<file path="config.mk">
export PLATFORM = sky130hd
export DESIGN_NAME = evt_gather
export DESIGN_NICKNAME = d
export VERILOG_FILES = /design/src/rtl/evt_pkg.sv /design/src/rtl/trig_fifo.sv /design/src/rtl/mod_pick.sv /design/src/rtl/occ_track.sv /design/src/rtl/evt_gather.sv
export SDC_FILE = /design/constraint.sdc
export NUM_CORES = 1
export LEC_CHECK = 0
export BUFFER_PORTS_ARGS = -buffer_cell sky130_fd_sc_hd__buf_2
export CORE_UTILIZATION = 40
export DETAILED_ROUTE_END_ITERATION = 8
export GPL_TIMING_DRIVEN = 0
export PLACE_DENSITY = 0.62
export SETUP_SLACK_MARGIN = 0.4
export SYNTH_ARGS = -nofsm -noshare
export SYNTH_HDL_FRONTEND = slang
export SYNTH_SLANG_ARGS = --single-unit
</file>
<file path="constraint.sdc">
create_clock -name clk -period 5 [get_ports clk]
set_input_delay 0.25 -clock clk [delete_from_list [all_inputs] [get_ports clk]]
set_output_delay 0.25 -clock clk [all_outputs]
set_load 0.1 [all_outputs]
</file>
<file path="src/rtl/evt_pkg.sv">
package evt_pkg;

  localparam int WORD_W = 32;

  typedef enum logic [1:0] {
    ST_IDLE,
    ST_SCAN,
    ST_ACK,
    ST_DATA
  } gst_t;

  function automatic logic [WORD_W-1:0] mk_hdr(input logic [15:0] num,
                                               input logic [15:0] msk);
    return {num, msk};
  endfunction

  function automatic logic [WORD_W-1:0] mk_pfx(input logic [3:0] id,
                                               input logic [15:0] len);
    return {id, 12'h000, len};
  endfunction

  function automatic logic [WORD_W-1:0] mk_trl(input logic [15:0] err);
    return {4'hF, 12'h000, err};
  endfunction

endpackage

</file>
<file path="src/rtl/trig_fifo.sv">
module trig_fifo #(
  parameter int DEPTH = 4,
  parameter int W     = 24
) (
  input  logic         clk,
  input  logic         rst_n,
  input  logic         push,
  input  logic         pop,
  input  logic [W-1:0] din,
  output logic [W-1:0] dout,
  output logic         empty,
  output logic         full
);
  localparam int PW = (DEPTH > 1) ? $clog2(DEPTH) : 1;
  localparam int CW = $clog2(DEPTH + 1);

  logic [W-1:0]  mem [DEPTH];
  logic [PW-1:0] wp, wp_n, rp, rp_n;
  logic [CW-1:0] cnt, cnt_n;

  assign empty = (cnt == '0);
  assign full  = (cnt == CW'(DEPTH));
  assign dout  = mem[rp];

  always_comb begin
    wp_n = wp;
    rp_n = rp;
    if (push) wp_n = (wp == PW'(DEPTH - 1)) ? '0 : wp + PW'(1);
    if (pop)  rp_n = (rp == PW'(DEPTH - 1)) ? '0 : rp + PW'(1);
    case ({push, pop})
      2'b10:   cnt_n = cnt + CW'(1);
      2'b01:   cnt_n = cnt - CW'(1);
      default: cnt_n = cnt;
    endcase
  end

  always_ff @(posedge clk or negedge rst_n) begin
    if (!rst_n) begin
      wp  <= '0;
      rp  <= '0;
      cnt <= '0;
    end else begin
      wp  <= wp_n;
      rp  <= rp_n;
      cnt <= cnt_n;
    end
  end

  always_ff @(posedge clk) begin
    if (push) mem[wp] <= din;
  end

endmodule

</file>
<file path="src/rtl/mod_pick.sv">
module mod_pick #(
  parameter int NMOD = 6,
  parameter int SW   = 3,
  parameter int IW   = 3
) (
  input  logic [NMOD-1:0] en,
  input  logic [SW-1:0]   from,
  output logic            hit,
  output logic [IW-1:0]   idx
);
  logic [NMOD-1:0] cand;

  for (genvar g = 0; g < NMOD; g++) begin : g_cand
    assign cand[g] = en[g] && (SW'(g) >= from);
  end

  always_comb begin
    hit = 1'b0;
    idx = '0;
    for (int i = NMOD - 1; i >= 0; i--) begin
      if (cand[i]) begin
        hit = 1'b1;
        idx = IW'(i);
      end
    end
  end

endmodule

</file>
<file path="src/rtl/occ_track.sv">
module occ_track #(
  parameter int OUT_MAX = 4095,
  parameter int OW      = 12
) (
  input  logic clk,
  input  logic rst_n,
  input  logic inc,
  input  logic dec,
  input  logic q_full,
  output logic busy
);
  logic [OW-1:0] occ, occ_n;

  always_comb begin
    case ({inc, dec})
      2'b10:   occ_n = occ + OW'(1);
      2'b01:   occ_n = occ - OW'(1);
      default: occ_n = occ;
    endcase
  end

  always_ff @(posedge clk or negedge rst_n) begin
    if (!rst_n) occ <= '0;
    else        occ <= occ_n;
  end

  assign busy = (occ == OW'(OUT_MAX)) || q_full;

endmodule

</file>
<file path="src/rtl/evt_gather.sv">
module evt_gather
  import evt_pkg::*;
#(
  parameter int NMOD    = 6,
  parameter int DLY_W   = 16,
  parameter int TS_W    = 24,
  parameter int QDEPTH  = 4,
  parameter int OUT_MAX = 4095,
  parameter int TMO     = 64,
  parameter int LEN_W   = 16
) (
  input  logic              clk,
  input  logic              rst_n,
  input  logic              trig,
  input  logic [DLY_W-1:0]  cfg_delay,
  input  logic [NMOD-1:0]   mod_mask,
  output logic [NMOD-1:0]   mod_sel,
  input  logic              bus_ack,
  input  logic [LEN_W-1:0]  bus_len,
  input  logic              bus_valid,
  input  logic              bus_last,
  input  logic [WORD_W-1:0] bus_data,
  output logic [WORD_W-1:0] rec_data,
  output logic              rec_valid,
  output logic              rec_sop,
  output logic              rec_eop,
  output logic              busy
);
  localparam int IW = (NMOD > 1) ? $clog2(NMOD) : 1;
  localparam int SW = $clog2(NMOD + 1);
  localparam int TW = $clog2(TMO + 1);
  localparam int OW = $clog2(OUT_MAX + 1);

  // reset: asserted at once, released after two edges
  logic [1:0] rs;
  logic       rst_q;
  always_ff @(posedge clk or negedge rst_n) begin
    if (!rst_n) rs <= 2'b00;
    else        rs <= {rs[0], 1'b1};
  end
  assign rst_q = rs[1];

  // free-running time stamp
  logic [TS_W-1:0] ts;
  always_ff @(posedge clk or negedge rst_q) begin
    if (!rst_q) ts <= '0;
    else        ts <= ts + TS_W'(1);
  end

  logic            push, pop, q_empty, q_full, fin;
  logic [TS_W-1:0] q_head;
  logic            ready;

  assign push = trig && !busy;

  trig_fifo #(.DEPTH(QDEPTH), .W(TS_W)) u_q (
    .clk(clk), .rst_n(rst_q), .push(push), .pop(pop), .din(ts),
    .dout(q_head), .empty(q_empty), .full(q_full)
  );

  occ_track #(.OUT_MAX(OUT_MAX), .OW(OW)) u_occ (
    .clk(clk), .rst_n(rst_q), .inc(push), .dec(fin),
    .q_full(q_full), .busy(busy)
  );

  assign ready = !q_empty && ((ts - q_head) >= TS_W'(cfg_delay));

  // sequencer state
  gst_t              st, st_n;
  logic [IW-1:0]     cur, cur_n;
  logic [SW-1:0]     from, from_n;
  logic [NMOD-1:0]   msk, msk_n;
  logic [NMOD-1:0]   err, err_n;
  logic [TW-1:0]     tmo, tmo_n;
  logic [15:0]       num, num_n;
  logic [WORD_W-1:0] od_n;
  logic              ov_n, os_n, oe_n;
  logic              hit;
  logic [IW-1:0]     pick;

  mod_pick #(.NMOD(NMOD), .SW(SW), .IW(IW)) u_pick (
    .en(msk), .from(from), .hit(hit), .idx(pick)
  );

  always_comb begin
    st_n   = st;
    cur_n  = cur;
    from_n = from;
    msk_n  = msk;
    err_n  = err;
    tmo_n  = tmo;
    num_n  = num;
    od_n   = rec_data;
    ov_n   = 1'b0;
    os_n   = 1'b0;
    oe_n   = 1'b0;
    pop    = 1'b0;
    fin    = 1'b0;
    case (st)
      ST_IDLE: begin
        if (ready) begin
          pop    = 1'b1;
          msk_n  = mod_mask;
          err_n  = '0;
          from_n = '0;
          od_n   = mk_hdr(num, 16'(mod_mask));
          ov_n   = 1'b1;
          os_n   = 1'b1;
          st_n   = ST_SCAN;
        end
      end
      ST_SCAN: begin
        if (hit) begin
          cur_n = pick;
          tmo_n = '0;
          st_n  = ST_ACK;
        end else begin
          od_n  = mk_trl(16'(err));
          ov_n  = 1'b1;
          oe_n  = 1'b1;
          num_n = num + 16'd1;
          fin   = 1'b1;
          st_n  = ST_IDLE;
        end
      end
      ST_ACK: begin
        if (bus_ack) begin
          od_n = mk_pfx(4'(cur), 16'(bus_len));
          ov_n = 1'b1;
          st_n = ST_DATA;
        end else if (tmo == TW'(TMO - 1)) begin
          err_n[cur] = 1'b1;
          from_n     = SW'(cur) + SW'(1);
          st_n       = ST_SCAN;
        end else begin
          tmo_n = tmo + TW'(1);
        end
      end
      ST_DATA: begin
        if (bus_valid) begin
          od_n = bus_data;
          ov_n = 1'b1;
          if (bus_last) begin
            from_n = SW'(cur) + SW'(1);
            st_n   = ST_SCAN;
          end
        end
      end
      default: st_n = ST_IDLE;
    endcase
  end

  always_ff @(posedge clk or negedge rst_q) begin
    if (!rst_q) begin
      st        <= ST_IDLE;
      cur       <= '0;
      from      <= '0;
      msk       <= '0;
      err       <= '0;
      tmo       <= '0;
      num       <= '0;
      rec_data  <= '0;
      rec_valid <= 1'b0;
      rec_sop   <= 1'b0;
      rec_eop   <= 1'b0;
    end else begin
      st        <= st_n;
      cur       <= cur_n;
      from      <= from_n;
      msk       <= msk_n;
      err       <= err_n;
      tmo       <= tmo_n;
      num       <= num_n;
      rec_valid <= ov_n;
      rec_sop   <= os_n;
      rec_eop   <= oe_n;
      if (ov_n) rec_data <= od_n;
    end
  end

  assign mod_sel = (st == ST_ACK || st == ST_DATA)
                   ? ({{(NMOD-1){1'b0}}, 1'b1} << cur) : '0;

endmodule

</file>
==> Yosys cells after proc, flatten, opt, wreduce, memory -nomap -nowiden <==
Memory sizes are Yosys's and may differ from the RTL's.
Cells that the tools add are included.
{ "totals": {"regBits": 123, "mem_bits_rw": 96, "input_bits": 76, "output_inout_bits": 42, "wordCells": 145, "n_memories": 1} }
{ "op_classes": {"add_sub_neg": 11, "magnitude_cmp": 9, "n_eq_ne": 22, "n_shift": 1, "n_mux": 54, "n_bitwise": 2, "reduce_logical": 28} }
{ "memory_table": {"columns": ["name", "depth", "width", "read_ports", "rd_ports_with_merged_regs", "wr", "line", "source"], "rows": [
  ["u_q.mem", 4, 24, 1, 0, 1, "trig_fifo.sv:17", "logic [W-1:0] mem [DEPTH];"]
]} }
{ "ops": {"columns": ["cell", "count"], "rows": [
  ["32-bit 2-to-1 mux", 4],
  ["32-bit case mux with 4 select lines", 1],
  ["3-bit 2-to-1 mux", 11],
  ["24-bit by 1-bit adder with 24-bit output, second input constant", 1],
  ["24-bit by 16-bit >= comparator with 1-bit output", 1],
  ["6-bit 2-to-1 mux", 4],
  ["12-bit case mux with 2 select lines", 1],
  ["24-bit subtractor", 1],
  ["7-bit 2-to-1 mux", 3],
  ["2-bit != test, second input constant", 9],
  ["16-bit by 1-bit adder with 16-bit output, second input constant", 1],
  ["2-bit 2-to-1 mux", 8],
  ["1-bit 2-to-1 mux", 15],
  ["7-bit case mux with 2 select lines", 1],
  ["12-bit by 1-bit adder with 12-bit output, second input constant", 1],
  ["12-bit equality test, second input constant", 1],
  ["2-bit equality test, second input constant", 6],
  ["6-bit case mux with 2 select lines", 1],
  ["4-bit AND reduction", 3],
  ["12-bit by 1-bit subtractor with 12-bit output, second input constant", 1],
  ["1-bit logical AND", 9],
  ["3-bit case mux with 3 select lines", 1],
  ["2-bit case mux with 4 select lines", 1],
  ["2-bit nonzero test", 4],
  ["27 further kinds", 38]
]} }

==> Logic depth before layout (Yosys ltp) <==
Gate-level depths: netlist (run 1).
{ "depth": {"depth_word": 12, "mapped_depth": 31, "ltp_nobuf": 28} }

==> By module <==
Synthesis (run 1) repeated with hierarchy kept, for this count alone.
{ "hier_totals": {"cells_unflattened": 1037, "hier_area_um2": 12376.9} }
{ "modules_own_cells": {"columns": ["module", "instances", "cells_per_inst", "area_per_inst_um2", "seq_area_each_um2"], "rows": [
  ["evt_gather", 1, 700, 7068.0, 2602.5],
  ["trig_fifo", 1, 164, 3927.5, 3057.9],
  ["occ_track", 1, 149, 1251.2, 300.3],
  ["mod_pick", 1, 24, 130.1, 0.0]
]} }

==> Worst setup path before layout (run 1) <==
OpenSTA, ideal clock, no wires.
{ "synth_path": {"kind": "register to register", "start": "register u_q.rp[0]", "end": "register u_q.cnt[1]", "setup_time_ps": 83, "t_arrival_ps": 6243, "t_required_ps": 4917, "path_slack_ps": -1326, "path_stages_with_launch": 30, "path_buffers": 3, "synth_period_minus_slack_ps": 6326, "path_cell_list": "dfrtp_1 buf_2 buf_1 mux4_2 ha_1 fa_1 nand2b_1 a21o_1 and2_1 or2_2 a21boi_0 o21a_1 o21a_1 o21ai_0 nand2b_1 xor2_1 ha_1 a21o_1 a21o_1 a221oi_2 nand2_1 a41oi_1 o2111ai_1 o31ai_4 nor2_2 buf_4 ha_1 inv_1 fa_1 o21ai_0"} }
{ "synth_via": {"elab_chain_cells": 8, "elab_cells_between_ends": 10, "cone_classes": "1 x add/sub; 1 x order compare; 2 x eq/ne; 3 x mux; 2 x reduce/logical; 1 x memory"} }
{ "synth_rtl": {"columns": ["element", "line", "source"], "rows": [
  ["from (decl)", "trig_fifo.sv:18", "logic [PW-1:0] wp, wp_n, rp, rp_n;"],
  ["from (signal assigned)", "trig_fifo.sv:44", "rp <= rp_n;"],
  ["memory read 4 x 24 bit *", null, null],
  ["24-bit subtractor *", "evt_gather.sv:66", "assign ready = !q_empty && ((ts - q_head) >= TS_W'(cfg_delay));"],
  ["24-bit by 16-bit >= comparator with 1-bit output *", "evt_gather.sv:66", null],
  ["1-bit logical AND *", "evt_gather.sv:66", null],
  ["1-bit 2-to-1 mux * (2 in a row)", null, null],
  ["net os_n", "evt_gather.sv:77", "logic ov_n, os_n, oe_n;"],
  ["2-bit by 1-bit equality test with 1-bit output or 2-bit equality test (tied branches)", "trig_fifo.sv:30", "case ({push, pop})"],
  ["3-bit case mux with 2 select lines or 2-bit nonzero test (tied branches)", null, null],
  ["to (signal assigned)", "trig_fifo.sv:45", "cnt <= cnt_n;"],
  ["to (decl)", "trig_fifo.sv:19", "logic [CW-1:0] cnt, cnt_n;"]
]} }
The timed path passes the listed nets; every way through them passes the cells marked *.
A chain may end at the register's enable or synchronous reset.

==> Final worst setup path (run 1) <==
{ "layout_path": {"start": "register u_q.rp[0]", "end": "register rec_data[25]"} }
{ "layout_via": {"elab_chain_cells": 7, "elab_cells_between_ends": 8, "cone_classes": "1 x add/sub; 1 x order compare; 1 x eq/ne; 2 x mux; 2 x reduce/logical; 1 x memory"} }
{ "layout_rtl": {"columns": ["element", "line", "source"], "rows": [
  ["memory read 4 x 24 bit *", null, null],
  ["24-bit subtractor *", "evt_gather.sv:66", null],
  ["24-bit by 16-bit >= comparator with 1-bit output *", "evt_gather.sv:66", null],
  ["1-bit logical AND *", "evt_gather.sv:66", null],
  ["1-bit 2-to-1 mux", "evt_gather.sv:101", "if (ready) begin"],
  ["1-bit case mux with 4 select lines", "evt_gather.sv:99", "case (st)"],
  ["5-bit AND reduction (no line) *", null, null],
  ["to (signal assigned)", "evt_gather.sv:177", "if (ov_n) rec_data <= od_n;"],
  ["to (decl)", "evt_gather.sv:23", "output logic [WORD_W-1:0] rec_data,"]
]} }
Every way passes the cells marked *; elsewhere a longest branch is shown, timed or not.

==> results of run 1 <==
[worst paths after layout]
kind | start | end | slack (ns) | cells past startpoint
min in group asynchronous | rst_n | rs[1] | 0.04 | 2
max reg2reg | u_q.rp[0] | rec_data[25] | -0.56 | 29
max in group asynchronous | rs[1] | ts[21] | 4.34 | 1
min reg2reg | rs[1] | rec_data[3] | 0.34 | 1
max | u_q.rp[0] | rec_data[25] | -0.56 | 29
min | mod_mask[1] | msk[1] | 0.02 | 2
[synthesized netlist by cell type (18+ instances only)]
cell type,number,area share [%]
clkbuf_1,26,0.84
mux4_2,24,4.6
a21oi_1,55,2.4
ha_1,70,7.5
o21ai_0,49,2.1
nand4_1,20,1.1
nor2_1,48,1.5
edfxtp_1,96,25
nand2_1,87,2.8
or3_1,18,0.97
nand3_1,44,1.9
xor2_1,23,1.7
inv_1,71,2.3
dfrtp_1,123,26
a21o_1,18,1.2
xnor2_1,41,3.1
[power breakdown]
group,internal [W],switching [W],leakage (nW)
logic,0.00208,0.00349,3.31
clock network,0.00102,0.000714,0.370
registers,0.00236,0.000307,2.49
total,0.00546,0.00451,6.17
[kinds of logic after synthesis]
kind of cell    after synthesis  synth area share (%)
compound gates              232                  13.5
xor+xnor                     64                  4.82
fa+ha+maj                    73                  8.05
buf+inv                     106                  3.56
flops                       219                  51.3
mux                          50                  7.03
other cells                   1                0.0322
simple gates                281                  11.8
[layer usage]
| layer | track usage (%) | wire length [µm] | vias up | part of all wire [%] |
|---|---|---|---|---|
| met4 | 5.06 | 595 | 0 | 2.2 |
| met2 | 29.5 | 12600 | 233 | 47 |
| met3 | 2.98 | 1390 | 46 | 5.1 |
| li1 | - | - | 4156 | - |
| met1 | 25.0 | 12600 | 4123 | 46 |
| met5 | 0 | 0 | - | 0 |
[cell type report]
cell class | instances | area [µm²]
Timing Repair Buffer | 160 | 1110
Tap cell | 384 | 480
Sequential cell | 219 | 5960
Inverter | 71 | 267
Clock buffer | 29 | 639
Buffer | 35 | 269
Multi-Input combinational cell | 701 | 5630
Clock inverter | 13 | 131
Antenna cell | 1 | 2.50
Fill cell | 2480 | 14100
[layout by cell type (no fill, tap or decap), types with 11 or more instances in the layout]
master | synthesis | final
xor2_1 | 23 | 23
ha_1 | 70 | 66
a21o_1 | 18 | 18
buf_4 | 1 | 23
dfrtp_1 | 123 | 122
or3_1 | 18 | 18
nand3_1 | 44 | 33
inv_1 | 71 | 70
o211ai_1 | 16 | 16
edfxtp_1 | 96 | 96
nand3_2 | 0 | 11
buf_2 | 4 | 118
mux2i_1 | 13 | 12
clkbuf_1 | 26 | 26
nand4_1 | 20 | 20
nand2_1 | 87 | 87
and3_1 | 13 | 12
xnor2_1 | 41 | 40
clkbuf_16 | 0 | 26
a21oi_1 | 55 | 48
mux4_2 | 24 | 24
a22oi_1 | 14 | 14
nor2_1 | 48 | 48
o21ai_0 | 49 | 47
[metrics by stage]
step                instances  cell area, µm²  setup slack, ns  utilization, %  hold slack [ns]
floorplan                1026           11800           -0.489               -          -0.0456
global placement         1527           12900            -1.41            44.9           0.0355
detailed placement       1529           12900            -1.42            45.1           0.0364
CTS                      1598           14200           -0.594            49.6          0.00847
global route             1612           14500           -0.885            50.6           0.0176
finish                   1613           14500           -0.557            50.6           0.0240
[flip-flops by register name, summed over array words and instances, names as in the netlist]
name	flops
err	6
u_q.cnt	3
rec_sop	1
rec_data	32
from	3
u_q.wp	2
u_occ.occ	12
ts	24
u_q.mem	96
rs	2
u_q.rp	2
num	16
tmo	7
cur	3
msk	6
rec_eop	1
st	2
rec_valid	1
[what timing repair did]
item	in CTS	in global routing
setup endpoints to repair	59	58
cloned	4	1
endpoints found under the hold margin	6	0
hold buffers	5	0
setup buffers	18	13
pin swaps	23	10
gates resized for setup	41	37
==> results.toml, run 1 <==
[run_status]
status = "complete, but fails checks"
violations = "negative setup slack"

[sta]
finalClockSkew_ns = 0.0231
fin_crit_sh_pct = 111
slew_violations = 0
finalSetupViolations = 56
finalWorstPathRequiredPeriod_ns = 5.56
worstMarginPinSlew_ns = 1.33
max_freq_mhz = 180
fin_ws_ns = -0.557
finalSetupTns_ns = -21.84
hold_violations = 0
rsz0062_at_grt = "yes"
maxSlewHeadroom_pct = 11.1

[die]
start_util_pct = 40.6
fp.coreArea_um2 = 28600
die_h_um = 173
ios = 118
fp-row-count = 62
die_x_um = 173
die-area_um2 = 29800

[global_route]
grt_max_degree = 62
grt_pass1_wl_mm = 43.7
grtUsageTotal_pct = 18.1
grt_overflow = 0
antenna_found_initial = 1
grt_pass1_vias = 8484

[route]
firstDrtPassIters = 8
drt_wl_total_mm = 27.2
drt_iter0_drc = 565
vias = 8558
drc = 0
wl_per_cell_um = 16.9
vias_per_cell = 5.31
ant_nets = 0

[run]
drv_cap = 0

[clock_network]
clockBufferDepth = 3
cts_max_level = 1
cts_buffers = 23
clk_pin_slew_worst_paths_ns = 0.06
tritoncts = "yes"
cts_root_buf = "clkbuf_16"
clock_sinks = 219
clkLatencyLatePin_ns = 0.52

[yosys]
syn_area_um2 = 11600
synthCells = 1026
synthesis.area_per_instance_um2 = 11.3
synthesis.nets = 1175
ys.flop_type = "dfrtp_1"
ys.warnings.count = 0
ys_async_sr_fraction_pct = 56.2
ys_ff_latch = 219
synth-seq-area-share_pct = 51.3
synth_enable_flop_cells = 96
synth.distinct_cells = 66

[worst_setup_path]
critPathBufInv = 6
crit_type = "reg2reg"
cp_max_fo = 5
worstSetupEndpointType = "register"
arrival_ns = 5.91
crit_slowest_cell = "mux4_2"
slowest_delay_ns = 0.52
crit_path_start_kind = "register"
critPathRequiredTime_ns = 5.36
cp_top_family = "compound AO/OA/AOI/OAI gates"

[power]
p_per_area_nw_per_um2 = 688
p_leak_nw = 6.17
report.power.total_w = 0.00997
vdd_ir_drop_max_mv = 0.542

[min_path]
hold_path_class = "in2reg"

[place]
io_buffers = 117
place_congestion = 0.842
dp_hpwl_mm = 18.5

[layout]
layout.nets = 1360
areaGrowthSynthToFinish_pct = 24.7
layout-drive-gt1-share_pct = 24.6
Power figures use the tool's default switching activity.
==> run 2, diff against run 1 <==
Settings changed: CTS_BUF_LIST set to sky130_fd_sc_hd__clkbuf_4 sky130_fd_sc_hd__clkbuf_8 sky130_fd_sc_hd__clkbuf_16.
==> results.toml, run 2 (synthesized netlist as in run 1, its figures left out) <==
[layout]
areaGrowthSynthToFinish_pct = 24.7
fin_area_um2 = 14500
layout_common_cells = "dfrtp_1, buf_2, edfxtp_1, nand2_1, inv_1"
layout.nets = 1360
regMostFlops = "u_q.mem"
final_common_cell = "dfrtp_1"
layout.cells.non_filler = 1613
largest_register_ffs = 96
largestRegisters = "u_q.mem: 96 flops, rec_data: 32 flops, ts: 24 flops"
layout-drive-gt1-share_pct = 24.8

[die]
die_h_um = 173
fp-row-count = 62
fp.coreArea_um2 = 28600
ios = 118
start_util_pct = 40.6
die-area_um2 = 29800
die_x_um = 173

[sta]
hold_violations = 0
slew_violations = 0
finalSetupViolations = 56
finalClockSkew_ns = 0.0214
maxSlewHeadroom_pct = 11.2
rsz0062_at_grt = "yes"
max_freq_mhz = 180
fin_ws_ns = -0.549
fin_crit_sh_pct = 111
finalWorstPathRequiredPeriod_ns = 5.55
worstMarginPinSlew_ns = 1.33

[run_status]
violations = "negative setup slack"
status = "complete, but fails checks"

[worst_setup_path]
critPathRequiredTime_ns = 5.36
arrival_ns = 5.91
slowest_delay_ns = 0.52
r2r_cells = 29
crit_slowest_cell = "mux4_2"
worstSetupEndpointType = "register"
cp_max_fo = 5
crit_type = "reg2reg"
crit_path_start_kind = "register"

[route]
firstDrtPassIters = 7
drt_iter0_drc = 560
drc = 0
ant_nets = 0
wl_per_cell_um = 16.9
vias_per_cell = 5.30
drt_wl_total_mm = 27.2
vias = 8550

[power]
report.power.total_w = 0.00999
vdd_ir_drop_max_mv = 0.542
p_leak_nw = 6.18
p_per_area_nw_per_um2 = 689

[place]
io_buffers = 117
dpl_cell_area_um2 = 12900
post-place-cells = 1529
place_congestion = 0.842
dp_slack_ns = -1.42
dp_hpwl_mm = 18.5

[clock_network]
cts_root_buf = "clkbuf_16"
tritoncts = "yes"
clk_pin_slew_worst_paths_ns = 0.06
clock_sinks = 219
clockBufferDepth = 3
cts_buffers = 23
clkLatencyLatePin_ns = 0.52
cts_max_level = 1

[global_route]
antenna_found_initial = 1
grtUsageTotal_pct = 18.2
grt_pass1_wl_mm = 43.8
grt_pass1_vias = 8501
grt_overflow = 0
grt_max_degree = 62

[min_path]
hold_depth = 2
hold_path_class = "in2reg"

[run]
drv_cap = 0
[run 2: cell counts in the layout (fill, tap and decap cells not counted)]
Identical to the previous run, type by type.
[run 2: worst paths after layout]
kind / endpoint / slack, ns / from
max: rec_data[25] / -0.55 / u_q.rp[0]
min: msk[1] / 0.03 / mod_mask[1]
max reg2reg: rec_data[25] / -0.55 / u_q.rp[0]
min reg2reg: rec_data[3] / 0.35 / rs[1]
max in group asynchronous: ts[21] / 4.34 / rs[1]
min in group asynchronous: rs[1] / 0.04 / rst_n
[run 2: where the power goes]
part | internal (W) | switching, W | leakage, nW | total, W
logic | 0.00208 | 0.00350 | 3.31 | 0.00558
registers | 0.00236 | 0.000308 | 2.49 | 0.00267
clock network | 0.00103 | 0.000715 | 0.381 | 0.00175
total | 0.00547 | 0.00452 | 6.18 | 0.00999
[run 2: through the flow]
stage,hold slack [ns],util (%),setup TNS (ns)
floorplan,-0.0456,-,-1.77
detailed placement,0.0364,45.1,-49.24
global placement,0.0355,44.9,-95.57
finish,0.0267,50.7,-21.35
CTS,0.00847,49.6,-23.70
global route,0.0176,50.7,-38.62
[run 2: repair_timing]
action                                  in CTS  in global routing
resized for setup                           41                 37
buffers inserted                            18                 13
endpoints found under the setup margin      59                 58
hold buffers                                 5                  0
endpoints found under the hold margin        6                  0
pin swaps                                   23                 10
gates cloned                                 4                  1
[run 2: layer usage]
layer | global-route usage (%) | vias up | wire, µm
met5 | 0 | - | 0
met2 | 29.6 | 221 | 12600
met3 | 2.98 | 47 | 1360
met4 | 5.06 | 0 | 624
li1 | - | 4155 | -
met1 | 25.0 | 4127 | 12600
[run 2: area by class of cell]
cell class | count | area [µm²]
flip-flops and latches | 219 | 5960
repair buffers | 160 | 1110
clock buffers | 29 | 651
multi-input cells | 701 | 5630
clock inverters | 13 | 131
plain buffers | 35 | 269
diodes | 1 | 2.50
inverters | 71 | 267
well taps | 384 | 480
fillers | 2481 | 14100
[run 2: critical path, delay by kind of cell, from the launching register on]
family          cells  cell delay, ns
compound gates     12            1.94
buf+inv             6            0.81
fa+ha+maj           3            0.72
simple gates        5            0.72
flops               1            0.36
mux                 2            0.76
xor+xnor            1            0.07
==> run 3, diff against run 2 <==
Settings changed: ABC_AREA set to 1, CTS_CLUSTER_DIAMETER set to 150.
==> results.toml, run 3 <==
[sta]
worstMarginPinSlew_ns = 0.906
finalClockSkew_ns = 0.0125
fin_crit_sh_pct = 89.9
hold_violations = 0
slew_violations = 0
max_freq_mhz = 223
finalSetupViolations = 0
rsz0062_at_grt = "yes"
maxSlewHeadroom_pct = 39.4
finalWorstPathRequiredPeriod_ns = 4.49

[worst_setup_path]
crit_path_start_kind = "register"
cp_max_fo = 7
crit_type = "reg2reg"
reg2reg_setup_slack_ns = 0.51
rr_startpoint = "u_q.rp[0]"
arrival_ns = 4.95
worstSetupEndpointType = "register"
r2r_end = "u_q.cnt[1]"
critPathRequiredTime_ns = 5.46
r2r_cells = 27

[route]
vias = 10527
vias_per_cell = 5.15
wl_per_cell_um = 16.4
drt_wl_total_mm = 33.5
ant_nets = 0
drt_iter0_drc = 655
drc = 0
firstDrtPassIters = 5

[layout]
final_common_cell = "nand2_1"
largest_register_ffs = 96
nFillCells = 2833
diodes = 0
regMostFlops = "u_q.mem"
fin_area_um2 = 15600
layout_common_cells = "nand2_1, inv_1, buf_2, dfrtp_1, edfxtp_1"
largestRegisters = "u_q.mem: 96 flops, rec_data: 32 flops, ts: 24 flops"
areaGrowthSynthToFinish_pct = 25.4
layout-drive-gt1-share_pct = 21.8
layout.nets = 1778

[global_route]
grt_pass1_vias = 10146
antenna_found_initial = 0
grt_pass1_wl_mm = 52.0
grt_overflow = 0
grtUsageTotal_pct = 20.8
grt_max_degree = 51

[yosys]
yosysMostFrequentCell = "nand2_1"
synth_enable_flop_cells = 96
synthesis.nets = 1593
ys_ff_latch = 219
ys.warnings.count = 0
syn_area_um2 = 12400
synth.distinct_cells = 45
synth_top_cell_by_area = "dfrtp_1"
synthesis.area_per_instance_um2 = 8.60
synthCells = 1444
ys_top_cells_by_count = "nand2_1, inv_1, dfrtp_1"
synth.area.top_cells = "dfrtp_1, edfxtp_1, nand2_1"
synth_top_area_share_pct = 24.8
ys.flop_type = "dfrtp_1"
ys_async_sr_fraction_pct = 56.2
synth-seq-area-share_pct = 48.0

[power]
p_int_w = 0.00559
p_leak_nw = 7.44
net-switching-power_w = 0.00509
p_sw_share_pct = 47.7
vdd_ir_drop_max_mv = 0.354
p_seq_share_pct = 23.7
p_per_area_nw_per_um2 = 686
p_clk_share_pct = 18.9
report.power.total_w = 0.0107
pwr-share-comb_pct = 57.4

[place]
dpl_cell_area_um2 = 13600
io_buffers = 117
dp_hpwl_mm = 23.6
place_congestion = 0.917

[clock_network]
clk_pin_slew_worst_paths_ns = 0.06
clock_sinks = 219
cts_buffers = 25
clkLatencyLatePin_ns = 0.53
tritoncts = "yes"
clockBufferDepth = 3
cts_max_level = 1
cts_root_buf = "clkbuf_16"

[die]
fp.coreArea_um2 = 30600
ios = 118
die-area_um2 = 31700
start_util_pct = 40.6
die_h_um = 178
die_x_um = 178
fp-row-count = 64

[run_status]
status = "finished clean"

[min_path]
hold_depth = 3
hold_path_class = "in2reg"
min_to = "msk[4]"
min_from = "mod_mask[4]"

[run]
drv_cap = 0
==> run 3: worst max path at each step <==
stage               from    endpoint  slack, ns
6_report       u_q.rp[0]  u_q.cnt[1]       0.51
5_1_grt        u_q.rp[0]  u_q.cnt[2]       0.30
4_1_cts        u_q.rp[0]  u_q.cnt[2]       0.40
3_5_place_dp   u_q.rp[0]  u_q.cnt[2]      -0.92
3_3_place_gp   u_q.rp[0]  u_q.cnt[2]      -0.79
2_1_floorplan  u_q.rp[0]  u_q.cnt[2]       0.51
==> run 3: metrics by stage <==
stage / util (%) / setup WS, ns / std cells / hold WS (ns) / TNS, ns
floorplan: - / 0.507 / 1444 / -0.0456 / 0
global placement: 44.1 / -0.786 / 1957 / 0.0357 / -55.17
detailed placement: 44.4 / -0.920 / 1959 / 0.0404 / -13.21
CTS: 48.7 / 0.399 / 2015 / 0.00272 / 0
global route: 50.9 / 0.302 / 2044 / 0.0182 / 0
finish: 50.9 / 0.507 / 2044 / 0.0303 / 0
==> run 3: repair_timing <==
item                                    4_1_cts  5_1_grt
hold endpoints to repair                      3        0
cloned                                        0        3
endpoints found under the setup margin       56        2
hold buffers                                  2        0
buffers inserted                              8       26
resized for setup                            78      105
pin swaps                                     5       48
==> run 3: power by group through the flow <==
| stage | Clock, W | Combinational (W) | Sequential [W] |
|---|---|---|---|
| 6_report | 0.00201 | 0.00613 | 0.00254 |
| 5_1_grt | 0.00212 | 0.00666 | 0.00259 |
| 4_1_cts | 0.00206 | 0.00540 | 0.00253 |
| 3_5_place_dp | 0 | 0.00506 | 0.00256 |
| 3_3_place_gp | 0 | 0.00494 | 0.00257 |
| 2_1_floorplan | 0 | 0.00292 | 0.00340 |
==> run 3: layout make-up <==
cell class              count  area, µm²  area share (%)
clock inverters            19        265            1.70
clock buffers              27        647            4.15
inverters                 195        741            4.76
plain buffers              44        378            2.43
well taps                 396        495            3.18
multi-input cells         986       6120            39.3
repair buffers            158        956            6.14
flip-flops and latches    219       5970            38.3
==> run 3: metal layers <==
metal  global-route usage, %  share of wire, %  vias to the layer above
met3                    2.37               4.4                       75
met5                       0                 0                        -
li1                        -                 -                     5187
met1                    27.4                44                     4950
met4                    6.80               3.5                        0
met2                    35.4                48                      315
==> run 3: critical path, cell delays in order, from the launching register on <==
cell and delay [ns]:
dfrtp_2 0.46, inv_4 0.10, clkbuf_16 0.17, clkbuf_16 0.15
nand2_1 0.05, a32o_2 0.26, ha_4 0.34, nand2_8 0.08
nor2_4 0.14, nand2_1 0.10, nand2_2 0.12, a21oi_4 0.05
xnor2_2 0.14, ha_1 0.31, nand2_1 0.07, inv_1 0.05
o21ai_2 0.14, a21oi_2 0.07, nor3_2 0.18, nand4_1 0.16
nor2_2 0.15, nand2_2 0.11, nand3_4 0.10, clkinvlp_4 0.13
ha_4 0.18, inv_4 0.07, fa_2 0.44, o21ai_2 0.11
==> run 3: cell families after synthesis <==
| group | share of synthesized area, % |
|---|---|
| AND/OR/NAND/NOR | 23.6 |
| buffers and inverters | 7.48 |
| flip-flops | 48.0 |
| AO/OA/AOI/OAI | 9.41 |
| adder cells (fa/ha/maj) | 7.54 |
| XOR/XNOR | 3.88 |
| other | 0.0302 |
